## src/rtl/page_rom_wait.sv

```systemverilog
module page_rom_wait #(
  parameter int AW  = 24,
  parameter int RW  = 2,
  parameter int OWW = 4
) (
  input  logic           clk,
  input  logic           rst_n,
  input  logic           cfg_wr,
  input  logic [15:0]    cfg_wdata,
  output logic [15:0]    cfg_rdata,
  input  logic           acc_start,
  input  logic [AW-1:0]  acc_addr,
  input  logic [RW-1:0]  acc_region,
  input  logic [OWW-1:0] offpage_waits,
  output logic           acc_ready,
  output logic           on_page,
  output logic           mask_err
);
  localparam int CW = (OWW > 3) ? OWW : 3;

  logic [2:0]    prw;
  logic [3:0]    ma;
  logic          busy, valid, hit_q;
  logic [CW-1:0] cnt;
  logic [AW-1:0] last_addr, cur_addr;
  logic [RW-1:0] last_reg, cur_reg;

  wire [AW-1:0] cmp_mask = {{(AW-7){1'b1}}, ~ma, 3'b000};
  wire          hit = valid && (acc_region == last_reg) && !mask_err &&
                      (((acc_addr ^ last_addr) & cmp_mask) == '0);
  wire [3:0]    wmask = cfg_wdata[3:0];
  wire          legal = (wmask & (wmask + 4'd1)) == 4'd0;

  assign cfg_rdata = {1'b0, prw, 8'h00, ma};
  assign acc_ready = busy && (cnt == '0);
  assign on_page   = busy && hit_q;

  always_ff @(posedge clk or negedge rst_n)
    if (!rst_n) begin
      prw      <= 3'd7;
      ma       <= 4'd0;
      mask_err <= 1'b0;
    end else if (cfg_wr) begin
      prw <= cfg_wdata[14:12];
      ma  <= wmask;
      if (!legal) mask_err <= 1'b1;
    end

  always_ff @(posedge clk or negedge rst_n)
    if (!rst_n) begin
      busy      <= 1'b0;
      valid     <= 1'b0;
      hit_q     <= 1'b0;
      cnt       <= '0;
      last_addr <= '0;
      cur_addr  <= '0;
      last_reg  <= '0;
      cur_reg   <= '0;
    end else if (!busy) begin
      if (acc_start) begin
        busy     <= 1'b1;
        hit_q    <= hit;
        cnt      <= hit ? CW'(prw) : CW'(offpage_waits);
        cur_addr <= acc_addr;
        cur_reg  <= acc_region;
      end
    end else if (cnt == '0) begin
      busy      <= 1'b0;
      valid     <= 1'b1;
      last_addr <= cur_addr;
      last_reg  <= cur_reg;
    end else begin
      cnt <= cnt - 1'b1;
    end
endmodule


```

## config.mk

```make
export PLATFORM = sky130hd
export DESIGN_NAME = page_rom_wait
export DESIGN_NICKNAME = d
export VERILOG_FILES = /design/src/rtl/page_rom_wait.sv
export SDC_FILE = /design/constraint.sdc
export NUM_CORES = 1
export LEC_CHECK = 0
export BUFFER_PORTS_ARGS = -buffer_cell sky130_fd_sc_hd__buf_2
export CORE_MARGIN = 8
export CORE_UTILIZATION = 30
export DETAILED_ROUTE_END_ITERATION = 8
export PLACE_DENSITY = 0.55
export SLEW_MARGIN = 20
export SYNTH_ARGS = -nofsm -noshare
export SYNTH_HDL_FRONTEND = slang
export SYNTH_SLANG_ARGS = --single-unit
export TNS_END_PERCENT = 50
```

## constraint.sdc

```tcl
create_clock -name clk -period 1.8 [get_ports clk]
set_clock_uncertainty 0.05 [all_clocks]
set_input_delay 0.09 -clock clk [delete_from_list [all_inputs] [get_ports clk]]
set_output_delay 0.09 -clock clk [all_outputs]
set_load 0.005 [all_outputs]
```

==> results of run 1 <==
[cells in the final DEF, fill, tap and decap left out, types with 4 or more instances in the layout]
master,netlist,routed
nand4_1,6,6
buf_4,9,18
mux2_2,31,31
conb_1,1,9
dlygate4sd3_1,0,31
clkbuf_8,0,9
buf_2,3,47
clkinv_2,0,4
dfrtp_1,58,58
nand2_1,76,76
xnor2_1,22,22
[per-stage QoR]
step                cell area [um^2]  cells  setup WS [ps]
floorplan                       2873    270          171.5
global placement                3262    440          121.0
detailed placement              3262    440          95.44
CTS                             3742    487          1.937
global route                    3800    493         0.9108
finish                          3800    493          94.53
[synth_stat cells, drive strengths merged]
library cell and number:
nand3 3, nand4 6, xnor2 22, nor2b 2, and2 3, nor3b 2, nand2 76, and3 1
a31oi 1, o211ai 1, nor4 1, a21oi 3, nor2 3, inv 5, o221a 1, or2 2
nor3 2, clkbuf 5, xor2 2, and4bb 1, dfrtp 58, o22ai 2, mux2 31, mux2i 1
a31o 3, buf 15, nand2b 1, dfstp 3, conb 1, a21o 1, ha 2, o21ai 2
[where the power goes]
part | switching, mW | leakage, nW | total [mW] | internal [mW]
logic | 0.748 | 0.957 | 1.73 | 0.978
registers | 0.347 | 0.745 | 2.30 | 1.96
clock network | 0.546 | 0.0808 | 1.03 | 0.487
[metal layers]
| metal | vias up | GRT usage | share of wire |
|---|---|---|---|
| met5 | - | 0 | 0 |
| met3 | 10 | 0.04686 | 0.062 |
| met4 | 0 | 0.03286 | 0.015 |
| li1 | 1040 | - | - |
| met2 | 49 | 0.1758 | 0.46 |
| met1 | 986 | 0.1384 | 0.46 |
[final cells by class]
| type | count | area (um^2) | area share |
|---|---|---|---|
| flip-flops and latches | 61 | 1530 | 0.4027 |
| multi-input cells | 184 | 1202 | 0.3164 |
| repair buffers | 98 | 720.7 | 0.1897 |
| well taps | 129 | 161.4 | 0.04248 |
| clock buffers | 9 | 123.9 | 0.03260 |
| clock inverters | 7 | 42.54 | 0.01120 |
| inverters | 5 | 18.77 | 0.004939 |
[kinds of logic after synthesis]
group | count (synthesis)
simple gates | 103
fa+ha+maj | 2
xor+xnor | 24
buf+inv | 25
mux | 32
flops | 61
other cells | 1
compound gates | 14
[worst reg2reg max path, stage by stage, from the launching register on]
cell and delay, ps:
dfrtp_1 420, inv_2 80, ha_1 140, and4bb_2 310, buf_4 240, mux2_2 350
[path summary, 6_finish.rpt]
kind / from / end / cells after the start
worst max-delay path: cnt[0] / acc_ready / 5
worst min-delay path: offpage_waits[1] / cnt[1] / 4
worst max register to register: cnt[0] / last_addr[4] / 5
worst min register to register: valid / valid / 1
max in group asynchronous: rst_n / prw[1] / 3
min in group asynchronous: rst_n / cur_addr[19] / 2
[what timing repair did]
item,4_1_cts,5_1_grt
gates resized for setup,1,5
setup buffers,0,6
endpoints found under the setup margin,1,9
hold buffers,31,0
hold endpoints to repair,50,0
pin swaps,0,1
==> impl_metrics.py, run 1 <==
metrics = {
    "run_status": {
        "status": "completed",
    },
    "worst_setup_path": {
        "crit_type": "reg -> out",
        "cp.arrival_ps": 1570,
        "cp.required_ps": 1660,
        "critPathMaxFanout": 14,
        "cp-start-kind": "register",
        "critPathMaxStageDelay_ps": 420,
        "crit_path_end_kind": "output port",
        "rrSetupSlack_ps": 100,
        "crit_family": "flip-flops",
        "slowest_stage": "dfrtp_1",
        "crit_chain": "inv_2 > ha_1 > and4bb_2 > buf_12 > buf_2",
        "cp_num_buf_inv": 3,
    },
    "finish": {
        "finalNetCount": 411,
        "largestRegisters": "cur_addr x21, last_addr x21",
        "area_delta_synth_final_pct": 33.67,
        "diodes": 0,
        "fill_cells": 936,
        "drive_above_1_share": 0.3571,
        "final_util": 0.4112,
    },
    "die": {
        "num_rows": 35,
        "die_w_um": 113.3,
        "die_area_um2": 12850,
        "io_pins": 69,
        "coreArea_um2": 9240,
        "die_height_um": 113.3,
        "start_util": 0.3077,
    },
    "clock_network": {
        "clock-sinks": 61,
        "tritoncts": "built",
        "worstSkewPairLatency_ps": 340,
        "clock-root-buffer": "clkbuf_8",
        "cts_max_level": 3,
        "clkTransAtPathRegs_ps": 70,
        "clock_tree.buffer_depth": 2,
        "cts_made_buffers": 9,
    },
    "detailed_routing": {
        "via_count": 2085,
        "drt_iter0_drc": 101,
        "wl_mm": 6.556,
        "post_drt_wl_per_cell_um": 13.30,
        "dr.pass1.iters": 3,
        "final_antenna_net_count": 0,
        "via_per_inst": 4.229,
        "route.detailed.drc": 0,
    },
    "flow_run": {
        "max-cap-violations": 0,
    },
    "pwr": {
        "power_leakage_nw": 1.783,
        "power_density_nw_per_um2": 1332,
        "p_total_mw": 5.063,
        "irDropWorstVdd_mv": 0.7625,
    },
    "synthesis": {
        "syn_inst": 262,
        "yosys_register_bits": 61,
        "synth-simple-area-share": 0.1659,
        "syn_area_per_cell_um2": 10.85,
        "synth_cell_type_count": 38,
        "synth_top_cell_by_area": "dfrtp_1",
        "synthAdderAreaFrac": 0.008803,
        "synthMuxAreaShare": 0.1263,
        "synth_top_area_frac": 0.5106,
        "synth-seq-area-share": 0.5383,
        "syn_area_um2": 2843,
        "synth_xor_area_frac": 0.07394,
        "synth_top_family_by_area": "simple AND/OR/NAND/NOR gates",
        "yosys_warnings": 0,
        "synth_area_leaders": "dfrtp_1, mux2_2, nand2_1, xnor2_1, dfstp_2",
        "synth-compound-area-share": 0.03389,
    },
    "sta": {
        "holdWs_ps": 37.16,
        "tns_ps": 0,
        "fmax_mhz": 586.3,
        "slew_headroom": 0.6385,
        "finalCritPeriodShare": 0.9475,
        "setup_viol": 0,
        "rsz0062_at_grt": "false",
        "drv_slew": 0,
        "period_needed_ps": 1705,
        "hold_viol_final": 0,
        "tightest_slew_ps": 542.2,
    },
    "place": {
        "port_buffers": 47,
        "dpl.hpwl_mm": 4.679,
        "routabilityCongestion": 0.7285,
    },
    "grt": {
        "grt_pass1_vias": 2354,
        "grt_overflow": 0,
        "grt_usage": 0.1124,
        "grt_max_degree": 31,
        "antenna_found_initial": 0,
        "grt_pass1_wl_mm": 11.43,
    },
    "worst_hold_path": {
        "min_path_type": "in -> reg",
    },
}
Note: power is estimated with default switching activity, not from simulation.
==> run 2: changes to the inputs <==
CELL_PAD_IN_SITES_DETAIL_PLACEMENT = 0   (was unset)
CELL_PAD_IN_SITES_GLOBAL_PLACEMENT = 2   (was unset)
CTS_CLUSTER_SIZE = 24   (was unset)
PLACE_DENSITY = 0.77   (was 0.55)
==> run 2 against run 1 <==
  * Register-to-register slack is essentially flat
  * Sequential power about the same
  * Final cell count down 1.4%
  * Die area is the same
  * Critical path type is now in -> reg
  * Highest routed layer unchanged
==> impl_metrics.py, run 2 (same netlist as run 1, synthesis figures left out) <==
metrics = {
    "run_status": {
        "status": "completed",
    },
    "die": {
        "die_height_um": 113.3,
        "die_w_um": 113.3,
        "io_pins": 69,
        "num_rows": 35,
        "start_util": 0.3077,
        "coreArea_um2": 9240,
        "die_area_um2": 12850,
    },
    "clock_network": {
        "clock-sinks": 61,
        "worstSkewPairLatency_ps": 340,
        "tritoncts": "built",
        "clock_tree.buffer_depth": 2,
        "cts_max_level": 3,
        "clkTransAtPathRegs_ps": 70,
        "clock-root-buffer": "clkbuf_8",
        "cts_made_buffers": 9,
    },
    "grt": {
        "grt_pass1_vias": 2187,
        "grt_overflow": 0,
        "grt_max_degree": 42,
        "grt_usage": 0.1090,
        "grt_pass1_wl_mm": 11.06,
        "antenna_found_initial": 0,
    },
    "sta": {
        "setup_viol": 0,
        "drv_slew": 0,
        "period_needed_ps": 1697,
        "finalCritPeriodShare": 0.9427,
        "fmax_mhz": 589.3,
        "rsz0062_at_grt": "true",
        "hold_viol_final": 0,
        "tightest_slew_ps": 513.2,
        "slew_headroom": 0.6579,
    },
    "finish": {
        "area_delta_synth_final_pct": 34.20,
        "final_common_cell": "nand2_1",
        "drive_above_1_share": 0.3473,
        "final_cell_mix": "nand2_1, dfrtp_1, buf_2",
        "finalNetCount": 404,
        "design_area_um2": 3815,
        "largestRegisters": "cur_addr x21, last_addr x21",
        "final_util": 0.4129,
        "diodes": 0,
    },
    "detailed_routing": {
        "via_count": 2024,
        "dr.pass1.iters": 4,
        "wl_mm": 6.462,
        "route.detailed.drc": 0,
        "post_drt_wl_per_cell_um": 13.30,
        "drt_iter0_drc": 75,
        "final_antenna_net_count": 0,
        "via_per_inst": 4.165,
    },
    "flow_run": {
        "max-cap-violations": 0,
    },
    "worst_hold_path": {
        "min_path_type": "in -> reg",
    },
    "worst_setup_path": {
        "cp_num_buf_inv": 3,
        "cp.required_ps": 1950,
        "critPathMaxFanout": 5,
        "cp-start-kind": "input pin",
        "crit_chain": "dlygate4sd3_1 > buf_2 > xnor2_1 > nand2_1 > nor4_4 > buf_4 > a31o_2 > o211ai_1",
        "crit_path_end_kind": "register",
        "crit_family": "buffers and inverters",
        "critPathMaxStageDelay_ps": 540,
        "crit_type": "in -> reg",
        "slowest_stage": "dlygate4sd3_1",
        "cp.arrival_ps": 1850,
    },
    "place": {
        "routabilityCongestion": 0.7096,
        "placed_area_um2": 3257,
        "port_buffers": 47,
        "dpl.hpwl_mm": 4.567,
    },
    "pwr": {
        "irDropWorstVdd_mv": 0.7662,
        "power_leakage_nw": 1.779,
        "power_density_nw_per_um2": 1380,
    },
}
[run 2: worst paths after layout]
check                           cells past startpoint      to        startpoint  slack, ps
worst max-delay path                                8  cnt[0]       acc_addr[9]        100
worst min-delay path                                4  cnt[1]  offpage_waits[1]         30
worst max register to register                      6  cnt[0]      last_addr[9]        110
worst min register to register                      1   valid             valid        410
max in group asynchronous                           3  prw[1]             rst_n        850
min in group asynchronous                           2   ma[2]             rst_n        190
[run 2: per-stage QoR]
| step | instances | setup TNS [ps] | power, mW | setup slack [ps] | hold WS [ps] |
|---|---|---|---|---|---|
| finish | 486 | 0 | 5.265 | 103.1 | 25.82 |
| global route | 486 | -5.508 | 5.667 | -5.508 | 44.92 |
| CTS | 483 | 0 | 5.275 | 40.82 | 15.83 |
| detailed placement | 436 | 0 | 3.926 | 105.5 | 47.33 |
| global placement | 436 | 0 | 3.878 | 92.74 | 43.11 |
| floorplan | 270 | 0 | 3.501 | 171.5 | -255.6 |
[run 2: final cells by class]
cell class / instances / area (um^2)
inverters: 5 / 18.77
clock inverters: 5 / 58.81
fillers: 910 / 5425
clock buffers: 11 / 151.4
well taps: 129 / 161.4
multi-input cells: 184 / 1206
repair buffers: 91 / 688.2
flip-flops and latches: 61 / 1530
[run 2: layer usage]
metal / vias to the layer above / global-route usage / wire, um
met5: - / 0 / 0
met4: 0 / 0.03464 / 71
met2: 54 / 0.1647 / 2841
li1: 1023 / - / -
met3: 9 / 0.04313 / 389
met1: 938 / 0.1392 / 3159
[run 2: report_power, final]
group	internal [mW]	total, mW	leakage [nW]	switching (mW)
registers	1.96	2.30	0.745	0.348
clock network	0.714	1.26	0.102	0.543
logic	0.970	1.71	0.932	0.736
[run 2: worst reg2reg max path: cells and delay by family (launching register included)]
kind	cells	cell delay, ps
AND/OR/NAND/NOR	2	500
buffers and inverters	1	200
XOR/XNOR	1	170
flip-flops	1	400
AO/OA/AOI/OAI	2	230
[run 2: timing repair]
| item | CTS | global route |
|---|---|---|
| resized for setup | 1 | 5 |
| setup endpoints to repair | 1 | 14 |
| hold buffers | 31 | 0 |
| gates cloned | 0 | 0 |
| setup buffers | 0 | 3 |
| hold endpoints to repair | 50 | 0 |
| pin swaps | 0 | 3 |
